--- src/rtl/snc_pkg.sv ---
package snc_pkg;

    typedef enum logic [1:0] {
        LS_INV = 2'b00,
        LS_SHR = 2'b01,
        LS_EXC = 2'b10
    } line_state_e;

    typedef enum logic [1:0] {
        BC_NONE  = 2'b00,
        BC_RFILL = 2'b01,
        BC_WFILL = 2'b10,
        BC_WBACK = 2'b11
    } bus_cmd_e;

    // Result of a snoop lookup against one line.
    typedef struct packed {
        logic        flush;
        logic        upd;
        line_state_e nstate;
    } snoop_act_t;

    function automatic logic line_holds(input line_state_e st);
        return st != LS_INV;
    endfunction

    function automatic snoop_act_t snoop_decide(input logic valid, input bus_cmd_e cmd,
                                                input logic tag_eq, input line_state_e st);
        snoop_act_t a;
        logic held;
        held     = valid && tag_eq && line_holds(st);
        a.flush  = held && (st == LS_EXC) && (cmd == BC_RFILL || cmd == BC_WFILL);
        a.upd    = held && ((cmd == BC_WFILL) || (cmd == BC_RFILL && st == LS_EXC));
        a.nstate = (cmd == BC_WFILL) ? LS_INV : LS_SHR;
        return a;
    endfunction

endpackage

--- src/rtl/snc_line_store.sv ---
module snc_line_store
    import snc_pkg::*;
#(
    parameter int IDX_W  = 2,
    parameter int TAG_W  = 6,
    parameter int DATA_W = 16
) (
    input  logic              clk,
    input  logic              rst,
    input  logic [IDX_W-1:0]  a_idx,
    output line_state_e       a_st,
    output logic [TAG_W-1:0]  a_tag,
    output logic [DATA_W-1:0] a_data,
    input  logic [IDX_W-1:0]  b_idx,
    output line_state_e       b_st,
    output logic [TAG_W-1:0]  b_tag,
    output logic [DATA_W-1:0] b_data,
    input  logic              wr_en,
    input  logic [IDX_W-1:0]  wr_idx,
    input  line_state_e       wr_st,
    input  logic [TAG_W-1:0]  wr_tag,
    input  logic [DATA_W-1:0] wr_data
);
    localparam int LINES = 1 << IDX_W;

    line_state_e       st_q  [LINES];
    logic [TAG_W-1:0]  tag_q [LINES];
    logic [DATA_W-1:0] dat_q [LINES];

    generate
        for (genvar g = 0; g < LINES; g++) begin : g_line
            always_ff @(posedge clk) begin
                if (rst) begin
                    st_q[g]  <= LS_INV;
                    tag_q[g] <= '0;
                    dat_q[g] <= '0;
                end else if (wr_en && wr_idx == IDX_W'(g)) begin
                    st_q[g]  <= wr_st;
                    tag_q[g] <= wr_tag;
                    dat_q[g] <= wr_data;
                end
            end
        end
    endgenerate

    assign a_st   = st_q[a_idx];
    assign a_tag  = tag_q[a_idx];
    assign a_data = dat_q[a_idx];
    assign b_st   = st_q[b_idx];
    assign b_tag  = tag_q[b_idx];
    assign b_data = dat_q[b_idx];

endmodule

--- src/rtl/snc_cpu_side.sv ---
module snc_cpu_side
    import snc_pkg::*;
#(
    parameter int IDX_W  = 2,
    parameter int TAG_W  = 6,
    parameter int DATA_W = 16
) (
    input  logic              clk,
    input  logic              rst,
    input  logic              req,
    input  logic              we,
    input  logic [IDX_W-1:0]  idx,
    input  logic [TAG_W-1:0]  tag,
    input  logic [DATA_W-1:0] wdata,
    input  logic              snp_busy,
    input  line_state_e       l_st,
    input  logic [TAG_W-1:0]  l_tag,
    input  logic [DATA_W-1:0] l_data,
    input  logic              gnt,
    input  logic [DATA_W-1:0] fill_data,
    output logic              ready,
    output logic [DATA_W-1:0] rdata,
    output logic              breq,
    output bus_cmd_e          bcmd,
    output logic [IDX_W+TAG_W-1:0] baddr,
    output logic              upd,
    output line_state_e       upd_st,
    output logic [DATA_W-1:0] upd_data
);
    logic hit, victim_dirty, quick, active;

    always_comb begin
        hit          = line_holds(l_st) && (l_tag == tag);
        victim_dirty = (l_st == LS_EXC) && (l_tag != tag);
        quick        = hit && (!we || l_st == LS_EXC);
        active       = req && !snp_busy;

        if (victim_dirty)  bcmd = BC_WBACK;
        else if (we)       bcmd = BC_WFILL;
        else               bcmd = BC_RFILL;

        baddr    = victim_dirty ? {l_tag, idx} : {tag, idx};
        breq     = active && !quick;
        ready    = active && (quick || (gnt && bcmd != BC_WBACK));
        rdata    = quick ? l_data : fill_data;

        upd      = 1'b0;
        upd_st   = l_st;
        upd_data = l_data;
        if (active && quick && we) begin
            upd      = 1'b1;
            upd_st   = LS_EXC;
            upd_data = wdata;
        end else if (active && !quick && gnt) begin
            upd = 1'b1;
            unique case (bcmd)
                BC_WBACK: upd_st = LS_INV;
                BC_RFILL: begin upd_st = LS_SHR; upd_data = fill_data; end
                default:  begin upd_st = LS_EXC; upd_data = wdata;     end
            endcase
        end
    end

    // a snooped transaction holds the processor side completely.
    a_r12_snoop_first: assert property (@(posedge clk) disable iff (rst)
        snp_busy |-> (!ready && !breq));

    // a writeback never completes the processor request.
    a_r5_wback_stalls: assert property (@(posedge clk) disable iff (rst)
        (breq && bcmd == BC_WBACK) |-> !ready);

    // completing without a grant means no bus request.
    a_r6_quiet_hit: assert property (@(posedge clk) disable iff (rst)
        (ready && !gnt) |-> !breq);

endmodule

--- src/rtl/snc_snoop_side.sv ---
module snc_snoop_side
    import snc_pkg::*;
#(
    parameter int TAG_W  = 6,
    parameter int DATA_W = 16
) (
    input  logic              clk,
    input  logic              rst,
    input  logic              valid,
    input  bus_cmd_e          cmd,
    input  logic [TAG_W-1:0]  tag,
    input  line_state_e       l_st,
    input  logic [TAG_W-1:0]  l_tag,
    input  logic [DATA_W-1:0] l_data,
    output logic              flush,
    output logic [DATA_W-1:0] flush_data,
    output logic              upd,
    output line_state_e       upd_st
);
    snoop_act_t act;

    always_comb begin
        act        = snoop_decide(valid, cmd, l_tag == tag, l_st);
        flush      = act.flush;
        flush_data = l_data;
        upd        = act.upd;
        upd_st     = act.nstate;
    end

    // data is supplied only in reply to a snooped transaction.
    a_r10_flush_on_snoop: assert property (@(posedge clk) disable iff (rst)
        flush |-> valid);

    // a shared copy never supplies data.
    a_r9_shared_silent: assert property (@(posedge clk) disable iff (rst)
        (valid && l_st == LS_SHR) |-> !flush);

endmodule

--- src/rtl/snoop_cache_ctrl.sv ---
module snoop_cache_ctrl
    import snc_pkg::*;
#(
    parameter int ADDR_W = 8,
    parameter int IDX_W  = 2,
    parameter int DATA_W = 16
) (
    input  logic              clk,
    input  logic              rst,
    input  logic              cpu_req,
    input  logic              cpu_we,
    input  logic [ADDR_W-1:0] cpu_addr,
    input  logic [DATA_W-1:0] cpu_wdata,
    output logic [DATA_W-1:0] cpu_rdata,
    output logic              cpu_ready,
    output logic              bus_req,
    input  logic              bus_gnt,
    output logic [1:0]        bus_cmd,
    output logic [ADDR_W-1:0] bus_addr,
    output logic [DATA_W-1:0] bus_wdata,
    input  logic [DATA_W-1:0] bus_rdata,
    input  logic              snp_valid,
    input  logic [1:0]        snp_cmd,
    input  logic [ADDR_W-1:0] snp_addr,
    output logic              snp_flush,
    output logic [DATA_W-1:0] snp_data
);
    localparam int TAG_W = ADDR_W - IDX_W;

    logic [IDX_W-1:0]  c_idx, s_idx;
    logic [TAG_W-1:0]  c_tag, s_tag;
    line_state_e       c_st, s_st;
    logic [TAG_W-1:0]  c_ltag, s_ltag;
    logic [DATA_W-1:0] c_ldata, s_ldata;

    logic              c_upd, s_upd, wr_en;
    line_state_e       c_upd_st, s_upd_st, wr_st;
    logic [DATA_W-1:0] c_upd_data, wr_data;
    logic [TAG_W-1:0]  wr_tag;
    logic [IDX_W-1:0]  wr_idx;
    bus_cmd_e          c_cmd;

    assign c_idx = cpu_addr[IDX_W-1:0];
    assign c_tag = cpu_addr[ADDR_W-1:IDX_W];
    assign s_idx = snp_addr[IDX_W-1:0];
    assign s_tag = snp_addr[ADDR_W-1:IDX_W];

    snc_line_store #(.IDX_W(IDX_W), .TAG_W(TAG_W), .DATA_W(DATA_W)) store_i (
        .clk(clk), .rst(rst),
        .a_idx(c_idx), .a_st(c_st), .a_tag(c_ltag), .a_data(c_ldata),
        .b_idx(s_idx), .b_st(s_st), .b_tag(s_ltag), .b_data(s_ldata),
        .wr_en(wr_en), .wr_idx(wr_idx), .wr_st(wr_st), .wr_tag(wr_tag), .wr_data(wr_data)
    );

    snc_cpu_side #(.IDX_W(IDX_W), .TAG_W(TAG_W), .DATA_W(DATA_W)) cpu_i (
        .clk(clk), .rst(rst),
        .req(cpu_req), .we(cpu_we), .idx(c_idx), .tag(c_tag), .wdata(cpu_wdata),
        .snp_busy(snp_valid),
        .l_st(c_st), .l_tag(c_ltag), .l_data(c_ldata),
        .gnt(bus_gnt), .fill_data(bus_rdata),
        .ready(cpu_ready), .rdata(cpu_rdata),
        .breq(bus_req), .bcmd(c_cmd), .baddr(bus_addr),
        .upd(c_upd), .upd_st(c_upd_st), .upd_data(c_upd_data)
    );

    snc_snoop_side #(.TAG_W(TAG_W), .DATA_W(DATA_W)) snoop_i (
        .clk(clk), .rst(rst),
        .valid(snp_valid), .cmd(bus_cmd_e'(snp_cmd)), .tag(s_tag),
        .l_st(s_st), .l_tag(s_ltag), .l_data(s_ldata),
        .flush(snp_flush), .flush_data(snp_data),
        .upd(s_upd), .upd_st(s_upd_st)
    );

    // Snoop updates win the single write port; the processor side is idle then.
    always_comb begin
        if (s_upd) begin
            wr_en   = 1'b1;
            wr_idx  = s_idx;
            wr_st   = s_upd_st;
            wr_tag  = s_ltag;
            wr_data = s_ldata;
        end else begin
            wr_en   = c_upd;
            wr_idx  = c_idx;
            wr_st   = c_upd_st;
            wr_tag  = (c_cmd == BC_WBACK && !cpu_ready) ? c_ltag : c_tag;
            wr_data = c_upd_data;
        end
    end

    assign bus_cmd   = bus_req ? c_cmd : BC_NONE;
    assign bus_wdata = c_ldata;

    // no bus activity without a processor request.
    a_r1_idle_quiet: assert property (@(posedge clk) disable iff (rst)
        !cpu_req |-> (!bus_req && !cpu_ready));

    // the two write sources never collide.
    a_r12_one_writer: assert property (@(posedge clk) disable iff (rst)
        !(s_upd && c_upd));

endmodule

--- config.mk ---
export PLATFORM = sky130hd
export DESIGN_NAME = snoop_cache_ctrl
export DESIGN_NICKNAME = d
export VERILOG_FILES = /design/src/rtl/snc_pkg.sv /design/src/rtl/snc_line_store.sv /design/src/rtl/snc_cpu_side.sv /design/src/rtl/snc_snoop_side.sv /design/src/rtl/snoop_cache_ctrl.sv
export SDC_FILE = /design/constraint.sdc
export NUM_CORES = 1
export LEC_CHECK = 0
export BUFFER_PORTS_ARGS = -buffer_cell sky130_fd_sc_hd__buf_4
export CORE_ASPECT_RATIO = 2
export CORE_MARGIN = 2
export CORE_UTILIZATION = 55
export CTS_BUF_LIST = sky130_fd_sc_hd__clkbuf_16
export DETAILED_ROUTE_END_ITERATION = 10
export HOLD_SLACK_MARGIN = 0.06
export PLACE_DENSITY = 0.86
export SYNTH_ARGS = -nofsm -noshare
export SYNTH_HDL_FRONTEND = slang
export SYNTH_SLANG_ARGS = --single-unit
export TNS_END_PERCENT = 20
--- constraint.sdc ---
create_clock -name clk -period 11.6 [get_ports clk]
set_clock_uncertainty 0.1 [all_clocks]
set_input_delay 2.32 -clock clk [delete_from_list [all_inputs] [get_ports clk]]
set_output_delay 2.32 -clock clk [all_outputs]
set_load 0.01 [all_outputs]
; Word-level counts from Yosys, hierarchy flattened
; Memories as Yosys holds them, arrays and structs flattened.
; Index checks and enable logic that the tools add are counted.
[classes]
n_eq_ne = 13
mux = 46
bitwise = 12
n_reduce_logical = 32
[ops]
columns = op, n
row1 = $mux W16, 8
row2 = $mux W6, 6
row3 = $pmux W16 S2, 1
row4 = $mux W2, 11
row5 = $logic_and A1 B1 Y1, 21
row6 = $mux W1, 18
row7 = $eq A2 B2 Y1 const B, 6
row8 = $eq A6 B6 Y1, 2
row9 = $or A1 B1 Y1, 12
row10 = $mux W8, 1
row11 = $eq A2 B1 Y1 const B, 3
row12 = $ne A6 B6 Y1, 1
row13 = $logic_not A1 Y1, 4
row14 = $logic_or A1 B1 Y1, 4
row15 = $pmux W2 S2, 1
row16 = $reduce_bool A2 Y1, 2
row17 = $logic_not A2 Y1, 1
row18 = $ne A2 B2 Y1 const B, 1
[totals]
ff_bits = 0
mem_bits_rw = 96
input_bits = 56
word_cells = 106
memories = 3
[memory_table]
columns = name, depth, width, rd, rd_ports_with_merged_regs, wr, line_no
row1 = store_i.dat_q, 4, 16, 2, 0, 4, snc_line_store.sv:28  ; logic [DATA_W-1:0] dat_q [LINES];
row2 = store_i.tag_q, 4, 6, 2, 0, 4, snc_line_store.sv:27  ; logic [TAG_W-1:0] tag_q [LINES];
row3 = store_i.st_q, 4, 2, 2, 0, 4, snc_line_store.sv:26  ; line_state_e st_q [LINES];

; Depth between registers and ports, before layout
; An unclocked memory read counts as a cell.
[logic_depth]
depth_word = 15
depth_mapped = 10

; Modules after synthesis
; A second synthesis with hierarchy kept.
[unflattened]
cells_unflattened = 544
area_unflattened_um2 = 6655.1
[modules_own_cells]
columns = module, n_inst, cells_per_inst, area_each_um2
row1 = snc_line_store, 1, 301, 4805.9
row2 = snc_cpu_side, 1, 152, 1033.5
row3 = snoop_cache_ctrl, 1, 54, 546.8
row4 = snc_snoop_side, 1, 37, 269.0

; Worst setup path after synthesis
; Ideal clock, no wire load.
[synth_timing]
path_type = input port to output port
from = in cpu_addr[0]
to = out cpu_rdata[0]
arrival_ns = 4.358
slack_ns = 4.822
stages = 7
path_cell_list = buf_4 mux4_2 xnor2_1 nand4_1 nor3_1 clkbuf_1 mux2_2
[synth_via]
elab_chain_len = 5
elab_cells_between_ends = 10
[synth_rtl]
columns = item, line_no
row1 = "start, declared", snoop_cache_ctrl.sv:12  ; input logic [ADDR_W-1:0] cpu_addr,
row2 = $mem_v2 Z4 W6 / $mem_v2 Z4 W2 (equally long branches), n/a
row3 = $eq A6 B6 Y1 (tied with other cells), snc_cpu_side.sv:33  ; hit = line_holds(l_st) && (l_tag == tag);
row4 = $logic_and A1 B1 Y1 / $logic_or A1 B1 Y1 (equally long branches), "snc_cpu_side.sv:33, snc_cpu_side.sv:35"
row5 = $logic_and A1 B1 Y1, snc_cpu_side.sv:35  ; quick = hit && (!we || l_st == LS_EXC);
row6 = $mux W16 (*), snc_cpu_side.sv:45  ; rdata = quick ? l_data : fill_data;
row7 = "end, declared", snoop_cache_ctrl.sv:14  ; output logic [DATA_W-1:0] cpu_rdata,
; Every way passes the cells marked *; elsewhere a longest branch is shown, timed or not.

; Worst setup path in the final report
[layout_timing]
from = in cpu_addr[0]
to = out cpu_rdata[6]
; Same word-level chain as after synthesis.

==> impl_metrics.xml <==
<?xml version="1.0" encoding="UTF-8"?>
<metrics>
  <group name="run_status">
    <metric name="status" unit="">completed</metric>
  </group>
  <group name="logic_synthesis">
    <metric name="synthDistinctLibCells" unit="">46</metric>
    <metric name="syn-cell-area" unit="um2">6430</metric>
    <metric name="portion_of_synthesized_cell_area_occupied_by_the_leading_cell_type" unit="%">44.9</metric>
    <metric name="synth_top_family_by_area" unit="">multiplexers</metric>
    <metric name="synth_async_sr_flop_share" unit="%">0</metric>
    <metric name="synth_mux_area_share" unit="%">24.5</metric>
    <metric name="postSynthRegisterBits" unit="">96</metric>
    <metric name="yosys.area_share.simple" unit="%">19.4</metric>
    <metric name="ys.flop_type" unit="">sky130_fd_sc_hd__edfxtp_1</metric>
    <metric name="seq_area_frac_synth" unit="%">44.9</metric>
    <metric name="postSynthNetCount" unit="">559</metric>
    <metric name="post_synthesis_share_of_cell_area_spent_on_xor_and_xnor_gates" unit="%">1.64</metric>
    <metric name="synth-adder-area-share" unit="%">0.389</metric>
    <metric name="synthCells" unit="">501</metric>
    <metric name="yosysTopAreaCell" unit="">sky130_fd_sc_hd__edfxtp_1</metric>
    <metric name="synth.most_common_cell" unit="">sky130_fd_sc_hd__edfxtp_1</metric>
    <metric name="synth.top_cells.by_count" unit="">sky130_fd_sc_hd__edfxtp_1, sky130_fd_sc_hd__nand2_1, sky130_fd_sc_hd__mux4_2</metric>
    <metric name="synth_enable_flop_cells" unit="">96</metric>
    <metric name="synth-compound-area-share" unit="%">5.61</metric>
    <metric name="netlist_top_cells_area" unit="">sky130_fd_sc_hd__edfxtp_1, sky130_fd_sc_hd__mux4_2, sky130_fd_sc_hd__mux2_2, sky130_fd_sc_hd__and2_1, sky130_fd_sc_hd__nand2_1</metric>
    <metric name="synth_warnings" unit="">0</metric>
    <metric name="avgSynthCellArea" unit="um2">12.8</metric>
  </group>
  <group name="cells_and_area">
    <metric name="area.growth.synth_to_final" unit="%">18.8</metric>
    <metric name="diodes" unit="">0</metric>
    <metric name="fin_nets" unit="">661</metric>
    <metric name="drive_above_1_share" unit="%">42.4</metric>
  </group>
  <group name="floorplanning">
    <metric name="std_cell_rows" unit="">55</metric>
    <metric name="floorplan.initialDensity" unit="%">56.6</metric>
    <metric name="ios" unit="">117</metric>
    <metric name="die_width" unit="um">80.4</metric>
    <metric name="die_boundary_height" unit="um">157</metric>
    <metric name="die-area" unit="um2">12600</metric>
    <metric name="coreArea" unit="um2">11400</metric>
  </group>
  <group name="routing">
    <metric name="route.detailed.wl_per_inst" unit="um">24.2</metric>
    <metric name="drt_pre_antenna_iters" unit="">6</metric>
    <metric name="route.layer.met1.wl" unit="um">5640</metric>
    <metric name="dr.first_iter.drc_count" unit="">517</metric>
    <metric name="wl_met3" unit="um">1220</metric>
    <metric name="drc_errors" unit="">0</metric>
    <metric name="detailroute.via_count" unit="">4946</metric>
    <metric name="met2WireLength" unit="um">10600</metric>
    <metric name="routed_wl" unit="um">18200</metric>
    <metric name="antenna_violating_nets_post_route" unit="">0</metric>
    <metric name="top_layer" unit="">met4</metric>
    <metric name="vias_per_cell" unit="">6.59</metric>
  </group>
  <group name="timing">
    <metric name="final.period_utilization" unit="%">65.5</metric>
    <metric name="tightest_slew" unit="ps">1080</metric>
    <metric name="hold_slack" unit="ps">852</metric>
    <metric name="post-route-worst-setup-slack" unit="ps">4000</metric>
    <metric name="grt_setup_unrepaired" unit="">no</metric>
    <metric name="fin_crit" unit="ps">7600</metric>
    <metric name="maxSlewHeadroom" unit="%">27.5</metric>
    <metric name="setup_total_negative_slack" unit="ps">0</metric>
    <metric name="report.final.setup_viol" unit="">0</metric>
    <metric name="final_hold_viol_count" unit="">0</metric>
    <metric name="timing_max_transition_violations_final" unit="">0</metric>
    <metric name="fmax" unit="MHz">132</metric>
  </group>
  <group name="hold_path">
    <metric name="worstHoldPathCells" unit="">3</metric>
    <metric name="timing.hold.worst.start" unit="">store_i.tag_q[0][5]$_SDFFCE_PN0P_</metric>
    <metric name="min_delay_worst_endpoint" unit="">store_i.tag_q[0][5]$_SDFFCE_PN0P_</metric>
    <metric name="hp-class" unit="">reg -&gt; reg</metric>
  </group>
  <group name="clock_network">
    <metric name="cts_setup_buffers" unit="">0</metric>
    <metric name="cts-resized-gates" unit="">0</metric>
    <metric name="cts-hold-fix-buffers" unit="">0</metric>
    <metric name="clock-root-buffer" unit="">sky130_fd_sc_hd__clkbuf_16</metric>
    <metric name="cts-root-to-sink-buffers" unit="">2</metric>
    <metric name="clkSinkCount" unit="">96</metric>
    <metric name="cts.htree.levels" unit="">3</metric>
    <metric name="numCtsBuffers" unit="">9</metric>
    <metric name="cts.clk_slew.worst_paths" unit="ps">60</metric>
    <metric name="clock_insertion_delay_worst_skew" unit="ps">340</metric>
    <metric name="tritoncts" unit="">done</metric>
  </group>
  <group name="global_routing">
    <metric name="grt.overflow.total" unit="">0</metric>
    <metric name="grt_antenna_before_repair" unit="">0</metric>
    <metric name="total_grt_usage" unit="%">29.9</metric>
    <metric name="via_count_of_the_first_global_routing_pass" unit="">5265</metric>
    <metric name="grt_start_max_net_pins" unit="">57</metric>
    <metric name="grt_first_pass_wirelength" unit="um">27600</metric>
  </group>
  <group name="placement">
    <metric name="placement.setup.worst_slack" unit="ps">4010</metric>
    <metric name="post-dp-hpwl" unit="um">12500</metric>
    <metric name="placement.io_buffers" unit="">116</metric>
    <metric name="gp_congestion" unit="">0.828</metric>
  </group>
  <group name="worst_setup_path">
    <metric name="critical_path_class" unit="">in -&gt; out</metric>
    <metric name="r2r_setup_slack" unit="ps">7150</metric>
    <metric name="endpoint_kind" unit="">output pin</metric>
    <metric name="regToRegEndpoint" unit="">store_i.st_q[2][1]$_SDFFCE_PN0P_</metric>
    <metric name="max_fo_critical_path" unit="">29</metric>
    <metric name="timing.reg2reg.worst_path_depth" unit="">8</metric>
    <metric name="worstPathArrival" unit="ps">5180</metric>
    <metric name="regToRegStartpoint" unit="">store_i.tag_q[3][5]$_SDFFCE_PN0P_</metric>
    <metric name="timing.critical_path.required" unit="ps">9180</metric>
    <metric name="worstSetupStartpointType" unit="">input port</metric>
  </group>
  <group name="job">
    <metric name="max_cap_violations" unit="">0</metric>
  </group>
  <group name="power">
    <metric name="power.static_leakage" unit="nW">2.78</metric>
    <metric name="pd_cells" unit="nW/um2">111</metric>
    <metric name="max-vdd-ir-drop" unit="V">0.0000752</metric>
  </group>
</metrics>
[layout make-up]
cell class	count	area, um2
well taps	142	178
inverters	5	18.8
fillers	845	3720
clock inverters	7	33.8
clock buffers	9	225
repair buffers	127	953
multi-input cells	364	3340
flip-flops and latches	96	2880
[registers in the layout, indices dropped and copies added, names as in the netlist]
register / flops
store_i.dat_q: 64
store_i.tag_q: 24
store_i.st_q: 8
[worst max-delay path, cell delays in order]
cell,delay (ps)
sky130_fd_sc_hd__buf_4,430
sky130_fd_sc_hd__mux4_2,600
sky130_fd_sc_hd__xnor2_1,270
sky130_fd_sc_hd__nand4_1,250
sky130_fd_sc_hd__nor3_2,400
sky130_fd_sc_hd__buf_4,370
sky130_fd_sc_hd__mux2_2,380
sky130_fd_sc_hd__buf_4,150
[cells by family after synthesis]
family,Yosys count
simple gates,222
flops,96
mux,92
buf+inv,41
xor+xnor,12
compound gates,36
fa+ha+maj,2
[cell usage in the layout, fill, tap and decap left out, types with 4 or more instances in the layout]
cell type / n
sky130_fd_sc_hd__buf_4: 127
sky130_fd_sc_hd__edfxtp_1: 96
sky130_fd_sc_hd__nand2_1: 55
sky130_fd_sc_hd__mux4_2: 48
sky130_fd_sc_hd__mux2_2: 39
sky130_fd_sc_hd__and2_1: 38
sky130_fd_sc_hd__nor3_1: 37
sky130_fd_sc_hd__nand2b_1: 26
sky130_fd_sc_hd__nor2b_1: 19
sky130_fd_sc_hd__nor2_1: 18
sky130_fd_sc_hd__xnor2_1: 12
sky130_fd_sc_hd__a221oi_2: 12
sky130_fd_sc_hd__nor3_2: 10
sky130_fd_sc_hd__clkbuf_16: 9
sky130_fd_sc_hd__inv_1: 8
sky130_fd_sc_hd__nand3_1: 5
sky130_fd_sc_hd__o21ai_0: 5
sky130_fd_sc_hd__mux2i_1: 4
sky130_fd_sc_hd__a22oi_1: 4
sky130_fd_sc_hd__o211ai_1: 4
sky130_fd_sc_hd__nor4b_1: 4
[metal layers]
metal,vias up,track usage (%)
li1,2125,-
met1,2468,31.2
met2,297,56.3
met3,56,5.07
met4,0,13.7
met5,-,0
[power by group]
part | internal [mW] | total (mW) | switching, mW
clock network | 0.141 | 0.264 | 0.122
registers | 0.396 | 0.404 | 0.00788
logic | 0.0854 | 0.182 | 0.0969
total | 0.623 | 0.850 | 0.227
[worst max-delay path by stage]
stage | from | end | slack, ps | depth (start not counted)
finish | cpu_addr[0] | cpu_rdata[6] | 4000 | 8
global route | cpu_addr[0] | cpu_rdata[0] | 3840 | 8
CTS | cpu_addr[0] | cpu_rdata[6] | 4010 | 8
detailed placement | cpu_addr[0] | cpu_rdata[6] | 4010 | 8
global placement | cpu_addr[0] | cpu_rdata[15] | 4060 | 8
floorplan | cpu_addr[0] | cpu_rdata[0] | 4820 | 7
[stage by stage]
step	power, mW	cells	area [um2]	utilization [%]
2_1_floorplan	0.518	501	6430	-
3_3_place_gp	0.584	734	7370	64.9
3_5_place_dp	0.591	734	7370	64.9
4_1_cts	0.848	750	7630	67.2
5_1_grt	0.874	750	7630	67.2
6_report	0.850	750	7630	67.2
Power figures use the tool's default switching activity.
